### src/rtl/lcd_drv_pkg.sv
package lcd_drv_pkg;

  // strobes from control to datapath
  typedef struct packed {
    logic countTick;   // one count of the decade chain
    logic bpToggle;    // backplane changes level at this edge
    logic latchLoad;   // capture display, restart counters
  } drvStrobes_t;

  // active-high seven-segment map, bit0 = a ... bit6 = g
  function automatic logic [6:0] digitToSeg(input logic [3:0] digit);
    logic [6:0] pat;
    case (digit)
      4'd0:    pat = 7'h3F;
      4'd1:    pat = 7'h06;
      4'd2:    pat = 7'h5B;
      4'd3:    pat = 7'h4F;
      4'd4:    pat = 7'h66;
      4'd5:    pat = 7'h6D;
      4'd6:    pat = 7'h7D;
      4'd7:    pat = 7'h07;
      4'd8:    pat = 7'h7F;
      4'd9:    pat = 7'h6F;
      default: pat = 7'h00;
    endcase
    return pat;
  endfunction

endpackage

### src/rtl/lcd_drv_ctrl.sv
module lcd_drv_ctrl
  import lcd_drv_pkg::*;
#(
  parameter int PRE_DIV = 4,
  parameter int BP_DIV  = 200
) (
  input  logic        clk,
  input  logic        rstN,
  input  logic        cntEn,
  input  logic        eocStrobe,
  output drvStrobes_t strobes,
  output logic        backplane
);

  localparam int BP_HALF = PRE_DIV * BP_DIV / 2;
  localparam int PRE_W   = (PRE_DIV > 2) ? $clog2(PRE_DIV) : 1;
  localparam int BP_W    = (BP_HALF > 2) ? $clog2(BP_HALF) : 1;
  localparam logic [PRE_W-1:0] PRE_LAST = PRE_W'(PRE_DIV - 1);
  localparam logic [BP_W-1:0]  BP_LAST  = BP_W'(BP_HALF - 1);

  logic [PRE_W-1:0] preCnt;
  logic [BP_W-1:0]  bpCnt;
  logic             bpLevel;

  // count prescaler: runs only while counting, restarts on the strobe
  always_ff @(posedge clk) begin
    if (!rstN) begin
      preCnt <= '0;
    end else if (eocStrobe) begin
      preCnt <= '0;
    end else if (cntEn) begin
      preCnt <= (preCnt == PRE_LAST) ? '0 : preCnt + 1'b1;
    end
  end

  // backplane divider: free running from the system clock
  always_ff @(posedge clk) begin
    if (!rstN) begin
      bpCnt   <= '0;
      bpLevel <= 1'b0;
    end else if (bpCnt == BP_LAST) begin
      bpCnt   <= '0;
      bpLevel <= ~bpLevel;
    end else begin
      bpCnt   <= bpCnt + 1'b1;
    end
  end

  always_comb begin
    strobes.countTick = cntEn && !eocStrobe && (preCnt == PRE_LAST);
    strobes.bpToggle  = (bpCnt == BP_LAST);
    strobes.latchLoad = eocStrobe;
  end

  assign backplane = bpLevel;

  AST_TICK_SPACED: assert property (@(posedge clk) disable iff (!rstN)
    strobes.countTick |=> !strobes.countTick);
  AST_BP_STEADY: assert property (@(posedge clk) disable iff (!rstN)
    !strobes.bpToggle |=> $stable(backplane));
  AST_BP_FLIP: assert property (@(posedge clk) disable iff (!rstN)
    strobes.bpToggle |=> (backplane != $past(backplane)));

endmodule

### src/rtl/lcd_drv_datapath.sv
module lcd_drv_datapath
  import lcd_drv_pkg::*;
#(
  parameter int NUM_FULL = 3
) (
  input  logic                    clk,
  input  logic                    rstN,
  input  drvStrobes_t             strobes,
  input  logic                    backplane,
  input  logic                    negIn,
  input  logic                    lampTest,
  output logic [NUM_FULL*7-1:0]   segDigits,
  output logic [1:0]              segThou,
  output logic                    segMinus
);

  localparam int SEG_W = 7;

  logic [3:0]        cntDigit [NUM_FULL];
  logic [3:0]        latDigit [NUM_FULL];
  logic [SEG_W-1:0]  segPat   [NUM_FULL];
  logic [NUM_FULL:0] carryChain;
  logic              thouFlag;
  logic              latThou;
  logic              latNeg;

  assign carryChain[0] = strobes.countTick;

  // BCD decade chain with ripple carry
  for (genvar g = 0; g < NUM_FULL; g++) begin : gDecade
    assign carryChain[g+1] = carryChain[g] && (cntDigit[g] == 4'd9);

    always_ff @(posedge clk) begin
      if (!rstN) begin
        cntDigit[g] <= '0;
      end else if (strobes.latchLoad) begin
        cntDigit[g] <= '0;
      end else if (carryChain[g]) begin
        cntDigit[g] <= (cntDigit[g] == 4'd9) ? 4'd0 : cntDigit[g] + 4'd1;
      end
    end

    always_ff @(posedge clk) begin
      if (!rstN) begin
        latDigit[g] <= '0;
      end else if (strobes.latchLoad) begin
        latDigit[g] <= cntDigit[g];
      end
    end

    assign segPat[g] = digitToSeg(latDigit[g]);

    always_comb begin
      if (lampTest) begin
        segDigits[g*SEG_W +: SEG_W] = '1;
      end else begin
        segDigits[g*SEG_W +: SEG_W] = segPat[g] ^ {SEG_W{backplane}};
      end
    end

    AST_BCD_RANGE: assert property (@(posedge clk) disable iff (!rstN)
      cntDigit[g] <= 4'd9);
    AST_LATCH_STEADY: assert property (@(posedge clk) disable iff (!rstN)
      !strobes.latchLoad |=> $stable(latDigit[g]));
    AST_CLEAR_ON_EOC: assert property (@(posedge clk) disable iff (!rstN)
      strobes.latchLoad |=> (cntDigit[g] == 4'd0));
  end

  // sticky thousands flag fed by the hundreds carry
  always_ff @(posedge clk) begin
    if (!rstN) begin
      thouFlag <= 1'b0;
    end else if (strobes.latchLoad) begin
      thouFlag <= 1'b0;
    end else if (carryChain[NUM_FULL]) begin
      thouFlag <= 1'b1;
    end
  end

  always_ff @(posedge clk) begin
    if (!rstN) begin
      latThou <= 1'b0;
      latNeg  <= 1'b0;
    end else if (strobes.latchLoad) begin
      latThou <= thouFlag;
      latNeg  <= negIn;
    end
  end

  always_comb begin
    if (lampTest) begin
      segThou  = 2'b11;
      segMinus = 1'b1;
    end else begin
      segThou  = {2{latThou ^ backplane}};
      segMinus = latNeg ^ backplane;
    end
  end

  AST_THOU_STICKY: assert property (@(posedge clk) disable iff (!rstN)
    (thouFlag && !strobes.latchLoad) |=> thouFlag);
  AST_THOU_PAIR: assert property (@(posedge clk) disable iff (!rstN)
    segThou[0] == segThou[1]);
  AST_SIGN_STEADY: assert property (@(posedge clk) disable iff (!rstN)
    !strobes.latchLoad |=> $stable(latNeg));
  AST_LAMP_ALL: assert property (@(posedge clk) disable iff (!rstN)
    lampTest |-> (&{segDigits, segThou, segMinus}));

endmodule

### src/rtl/lcd_static_drv.sv
module lcd_static_drv
  import lcd_drv_pkg::*;
#(
  parameter int PRE_DIV  = 4,
  parameter int BP_DIV   = 200,
  parameter int NUM_FULL = 3
) (
  input  logic                  clk,
  input  logic                  rstN,
  input  logic                  cntEn,
  input  logic                  eocStrobe,
  input  logic                  negIn,
  input  logic                  lampTest,
  output logic [NUM_FULL*7-1:0] segDigits,
  output logic [1:0]            segThou,
  output logic                  segMinus,
  output logic                  backplane
);

  drvStrobes_t strobes;

  lcd_drv_ctrl #(
    .PRE_DIV (PRE_DIV),
    .BP_DIV  (BP_DIV)
  ) u_ctrl (
    .clk       (clk),
    .rstN      (rstN),
    .cntEn     (cntEn),
    .eocStrobe (eocStrobe),
    .strobes   (strobes),
    .backplane (backplane)
  );

  lcd_drv_datapath #(
    .NUM_FULL (NUM_FULL)
  ) u_datapath (
    .clk       (clk),
    .rstN      (rstN),
    .strobes   (strobes),
    .backplane (backplane),
    .negIn     (negIn),
    .lampTest  (lampTest),
    .segDigits (segDigits),
    .segThou   (segThou),
    .segMinus  (segMinus)
  );

endmodule

### config.mk
export PLATFORM = sky130hd
export DESIGN_NAME = lcd_static_drv
export DESIGN_NICKNAME = d
export VERILOG_FILES = /design/src/rtl/lcd_drv_pkg.sv /design/src/rtl/lcd_drv_ctrl.sv /design/src/rtl/lcd_drv_datapath.sv /design/src/rtl/lcd_static_drv.sv
export SDC_FILE = /design/constraint.sdc
export NUM_CORES = 1
export LEC_CHECK = 0
export BUFFER_PORTS_ARGS = -buffer_cell sky130_fd_sc_hd__buf_2
export CAP_MARGIN = 25
export CORE_MARGIN = 2
export CORE_UTILIZATION = 40
export DETAILED_ROUTE_END_ITERATION = 10
export HOLD_SLACK_MARGIN = 0.06
export PLACE_DENSITY = 0.6
export RECOVER_POWER = 100
export SYNTH_ARGS = -nofsm -noshare
export SYNTH_HDL_FRONTEND = slang
export SYNTH_SLANG_ARGS = --single-unit
export TNS_END_PERCENT = 1
### constraint.sdc
create_clock -name clk -period 2.1 [get_ports clk]
set_clock_uncertainty 0.1 [all_clocks]
set_input_delay 0.315 -clock clk [delete_from_list [all_inputs] [get_ports clk]]
set_output_delay 0.315 -clock clk [all_outputs]
set_load 0.02 [all_outputs]
### Yosys cells after proc, flatten, opt, wreduce, memory -nomap -nowiden

Memories as Yosys holds them, arrays and structs flattened.
Index checks and enable logic that the tools add are counted.

| word-level totals | value |
|---|---|
| memories kept | 5 |
| bits in registers | 15 |
| input bits | 6 |
| logic and storage cells | 79 |
| memory bits (read-only) | 336 |
| output and inout bits | 25 |
| RAM bits | 24 |

Memory list:

| name | depth | bits a word | read ports | clocked after memory_dff | wr ports | RTL line | text |
|---|---|---|---|---|---|---|---|
| (no name shown) | 16 | 7 | 1 | 0 | 0 | lcd_drv_pkg.sv:13 | `case (digit)` |
| (no name shown) | 16 | 7 | 1 | 0 | 0 | lcd_drv_pkg.sv:13 |  |
| (no name shown) | 16 | 7 | 1 | 0 | 0 | lcd_drv_pkg.sv:13 |  |
| u_datapath.cntDigit | 3 | 4 | 3 | 0 | 3 | lcd_drv_datapath.sv:19 | `logic [3:0] cntDigit [NUM_FULL];` |
| u_datapath.latDigit | 3 | 4 | 3 | 0 | 3 | lcd_drv_datapath.sv:20 | `logic [3:0] latDigit [NUM_FULL];` |

| cells by class | value |
|---|---|
| equal/unequal tests | 5 |
| add/subtract/negate cells | 5 |
| mux-type cells | 34 |
| bitwise gates (word level) | 16 |
| reduce and logical (&&, ||, !) cells | 8 |

Operators by type and width:

| kind | count |
|---|---|
| $mux W4 | 12 |
| $mux W7 | 3 |
| $xor A7 B7 Y7 | 3 |
| $mux W1 | 17 |
| $add A4 B1 Y4 const B | 3 |
| $eq A4 B4 Y1 const B | 3 |
| $add A9 B1 Y9 const B | 1 |
| $eq A9 B9 Y1 const B | 1 |
| $or A1 B1 Y1 | 9 |
| $logic_and A1 B1 Y1 | 5 |
| $mux W2 | 2 |
| $reduce_or A2 Y1 | 2 |
| $add A2 B1 Y2 const B | 1 |
| $eq A2 B2 Y1 const B | 1 |
| $not A1 Y1 | 2 |
| $xor A1 B1 Y1 | 2 |
| $logic_not A1 Y1 | 1 |

### Logic depth before layout (Yosys ltp)

| logic depth | value |
|---|---|
| word-level depth | 10 |
| depth in mapped cells | 5 |
| depth with buffers taken out | 5 |

### Modules after synthesis

From an unflattened synthesis, not the netlist that was laid out.

| second synthesis, totals | value |
|---|---|
| cell total of the unflattened synthesis | 279 |
| area total of the unflattened synthesis | 2,668.8 um2 |

Modules (own cells, without submodules):

| module | seq. area each (um2) | times used | area an instance (um2) | cells each |
|---|---|---|---|---|
| lcd_drv_datapath | 780.7 | 1 | 2,085.8 | 219 |
| lcd_drv_ctrl | 240.2 | 1 | 583.1 | 60 |

### Worst setup path before layout

No wires, ideal clock.

| path | value |
|---|---|
| path kind | register to output |
| start | mem u_datapath.latDigit[0][0] |
| end | out segDigits[2] |
| cell stages (with the launch flop) | 6 |
| required time | 1.685 ns |
| slack | -0.077 ns |
| data arrival time | 1.762 ns |
| path buffers | 0 |
| cells stage by stage | edfxtp_1 -> inv_1 -> ha_1 -> or3b_2 -> and3_1 -> o21ai_0 |

RTL lines:

| what | RTL line | text |
|---|---|---|
| from (decl) | lcd_drv_datapath.sv:20 |  |
| to (decl) | lcd_static_drv.sv:14 | `output logic [NUM_FULL*7-1:0] segDigits,` |

==> metrics <==
Int Pwr=around 1.3 mW; slowest CP cell=edfxtp_1; commonest non-fill, non-tap cell in the layout=buf_4; failing checks=setup timing; sequential share of power=around 50%; Post-Syn Area per Cell=around 9.4 um^2; f_max=between 400 and 500 MHz; max-cap violations=0; simple-gate share of the synthesized area=a little under a quarter; GRT Total Usage=between 10% and 20%; synthesized cell area=about 0.0026 mm^2; routed wire length=roughly 5 mm; Worst setup endpoint=segDigits[2]; XOR/XNOR share of the synthesized area=between 3 and 4%; Syn Inst Count=approximately 280; Tightest Pin Transition=between 0.5 and 0.6 ns; static leakage=~1.3 nW; crit path time final=between 2 and 2.5 ns; critical-path cell list=inv_2 > ha_4 > or3b_4 > and3_4 > o21ai_2 > buf_6; filler instances=slightly above 600; worst r2r src=u_datapath.cntDigit[0][1]; Sw Share=27.46%; Reg2Reg Setup Slack=between 0.15 and 0.2 ns; Crit Path Max Fanout=3; Crit path arrival time=approximately 1.8 ns; CTS tree=done; final hold viol count=0; DRC=0; Synth area leader=edfxtp_1; via count=2086; largest family of logic cells by synthesized area=simple AND/OR/NAND/NOR gates; multi-input combinational cell area=between 0.0015 and 0.002 mm^2; synth top area cells=edfxtp_1 28%, dfxtp_1 11%, ha_1 11%; Power Dens Cells=547.9 mW/mm^2; remaining global-route overflow=0; HPWL Detailed=about 3.6 mm; share of cells above drive strength 1=a little over a quarter; asr flop ratio synth=0%; Post-synth EDFFs=24; TritonRoute pass-1 iters=4; Seq/Total Area, Yosys=roughly 39%; die width=about 85 um; Startpoint Class=flop; RR Endpoint=u_datapath.cntDigit[1][3]; row cnt=29; status=finished with violations; post-synthesis mux area share=6.996%; fin nets=350; CTS sink count=39; Synthesized Nets=between 300 and 400; Critical path buffers and inverters=2; R2R cell count=5; CTS max path bufs=2; VDD IR max=0.2784 mV; Max stage delay on crit path=0.43 ns; Synth Area in Adders=between 10% and 20%; synth unique cells=38; PortBufs=30; worst slack, placed=around 0.063 ns; RSZ-0062 raised after global routing=true; Cells after DPL=384; top cell type's share of synthesized area=between 20% and 30%; antenna violations before repair=0; Final WS setup=-0.08988 ns; synth warn=0; core area=about 0.0063 mm^2; CTS root buf=clkbuf_8; clock network power share=29.4%; clock-pin slew of the registers on the worst-case setup and hold paths=~0.070 ns; Final Wtd Congestion=approximately 0.75; IO Count=31; Synth Flop Type=edfxtp_1; Critical Path Source=u_datapath.latDigit[0][0]; Layout area overhead=23.05%; Slew headroom=roughly three fifths; global-route wire length before repair=8.700 mm; P_sw=about 0.48 mW; WS Path Type=flop to output pin; Crit path depth=6; DRT iter0 DRCs=66; Hold Path Class=primary input to flop; commonest cells after routing, fill and taps aside=26 x buf_4, 24 x edfxtp_1, 19 x ha_1, 18 x nor2_1; Die Ht=84.80 um; Seq. cell area=0.001021 mm^2; flops & latches, synth=39; count of final max-slew check failures=0; n_diodes=0; largest net degree at the start of global routing=17; filler-free cell count of the finished design=~400; clock latency on the worst-skew pair=about 0.28 ns; Crit. End Element=output pin; number of antenna-violating nets in the routed design=0; die area=0.007190 mm^2; Initial Util=between 40 and 50%; routed length per placed instance=about 13 um; WP data required=roughly 1.7 ns; period utilization=104.3%; Final Total Pwr=roughly 1.8 mW; delay-heaviest family, CP=simple AND/OR/NAND/NOR gates; CTS Buf Count=5; Post-CTS Hold Fix Bufs=0; Logic pwr share=20.4%; CTS H-tree lvls=2; area fraction in compound gates after synthesis=~11%; final setup vio count=12; vias in the first global route=~1900; vias per cell=5.228
-- final cells by class --
type | count | share of cell area, %
well taps | 77 | 2.998
clock buffers | 6 | 2.570
inverters | 19 | 2.220
clock inverters | 2 | 0.3505
flip-flops and latches | 39 | 31.78
multi-input cells | 207 | 49.61
repair buffers | 49 | 10.48
-- power by group through the flow --
stage	Sequential, mW	Combinational (mW)	Clock, mW
floorplan	0.884	0.224	0
global placement	0.897	0.296	0
detailed placement	0.898	0.298	0
CTS	0.882	0.335	0.537
global route	0.891	0.398	0.571
finish	0.883	0.360	0.517
-- synthesized netlist by cell type, types with 9 or more instances --
cell type / number
mux2i_1: 16
nand2b_1: 9
nor2b_1: 10
nand2_1: 12
nand3_1: 9
clkbuf_1: 11
dfxtp_1: 15
edfxtp_1: 24
and3_1: 17
o21ai_0: 18
ha_1: 23
inv_1: 19
a21oi_1: 10
nor2_1: 19
-- worst min-delay path by stage --
stage	slack (ns)	end	start	cells after the start
final	0.17	u_datapath.latNeg	negIn	3
after global routing	0.19	u_datapath.latNeg	negIn	3
after CTS	0.16	u_datapath.latNeg	negIn	3
after detailed placement	0.35	u_ctrl.bpCnt[0]	u_ctrl.bpCnt[0]	1
after global placement	0.33	u_ctrl.bpCnt[0]	u_ctrl.bpCnt[0]	1
after floorplan	0.32	u_ctrl.bpCnt[0]	u_ctrl.bpCnt[0]	1
-- worst min-delay path: cells and delay by family --
family                 cells  cell delay [ns]
buffers and inverters      1             0.08
AND/OR/NAND/NOR            1             0.07
multiplexers               1             0.05
-- routing by layer --
metal	up-vias	track usage, %	wire, um
met3	7	2.655	155
met4	0	2.597	75
met5	-	0	0
met2	43	25.34	2451
met1	957	19.26	2365
li1	1079	-	-
-- per-stage QoR --
step / TNS [ns] / util (%) / hold slack, ns / cell area, um^2
2_1_floorplan: 0 / - / 0.3176 / 2611
3_3_place_gp: 0 / 45.70 / 0.3328 / 2885
3_5_place_dp: 0 / 45.70 / 0.3482 / 2885
4_1_cts: -0.9988 / 49.33 / 0.1611 / 3114
5_1_grt: -2.392 / 50.89 / 0.1857 / 3213
6_report: -0.5708 / 50.89 / 0.1673 / 3213
-- cells by family (layout without fill, tap and decap cells) --
family	count (synthesis)	in the layout
compound gates	49	49
xor+xnor	11	11
fa+ha+maj	23	23
buf+inv	32	76
flops	39	39
mux	18	18
simple gates	106	106
-- flip-flops by register name (all words and copies together), names as in the netlist --
register and flops:
u_datapath.thouFlag 1, u_ctrl.bpCnt 9, u_ctrl.backplane 1, u_datapath.latDigit 12
u_datapath.latThou 1, u_ctrl.preCnt 2, u_datapath.latNeg 1, u_datapath.cntDigit 12
-- repair_timing --
| item | CTS | global route |
|---|---|---|
| resized for setup | 31 | 32 |
| setup endpoints to repair | 17 | 20 |
| gates cloned | 0 | 0 |
| pin swaps | 2 | 5 |
| setup buffers | 5 | 2 |
| hold endpoints to repair | 0 | 0 |
(Power assumes the default switching activity.)
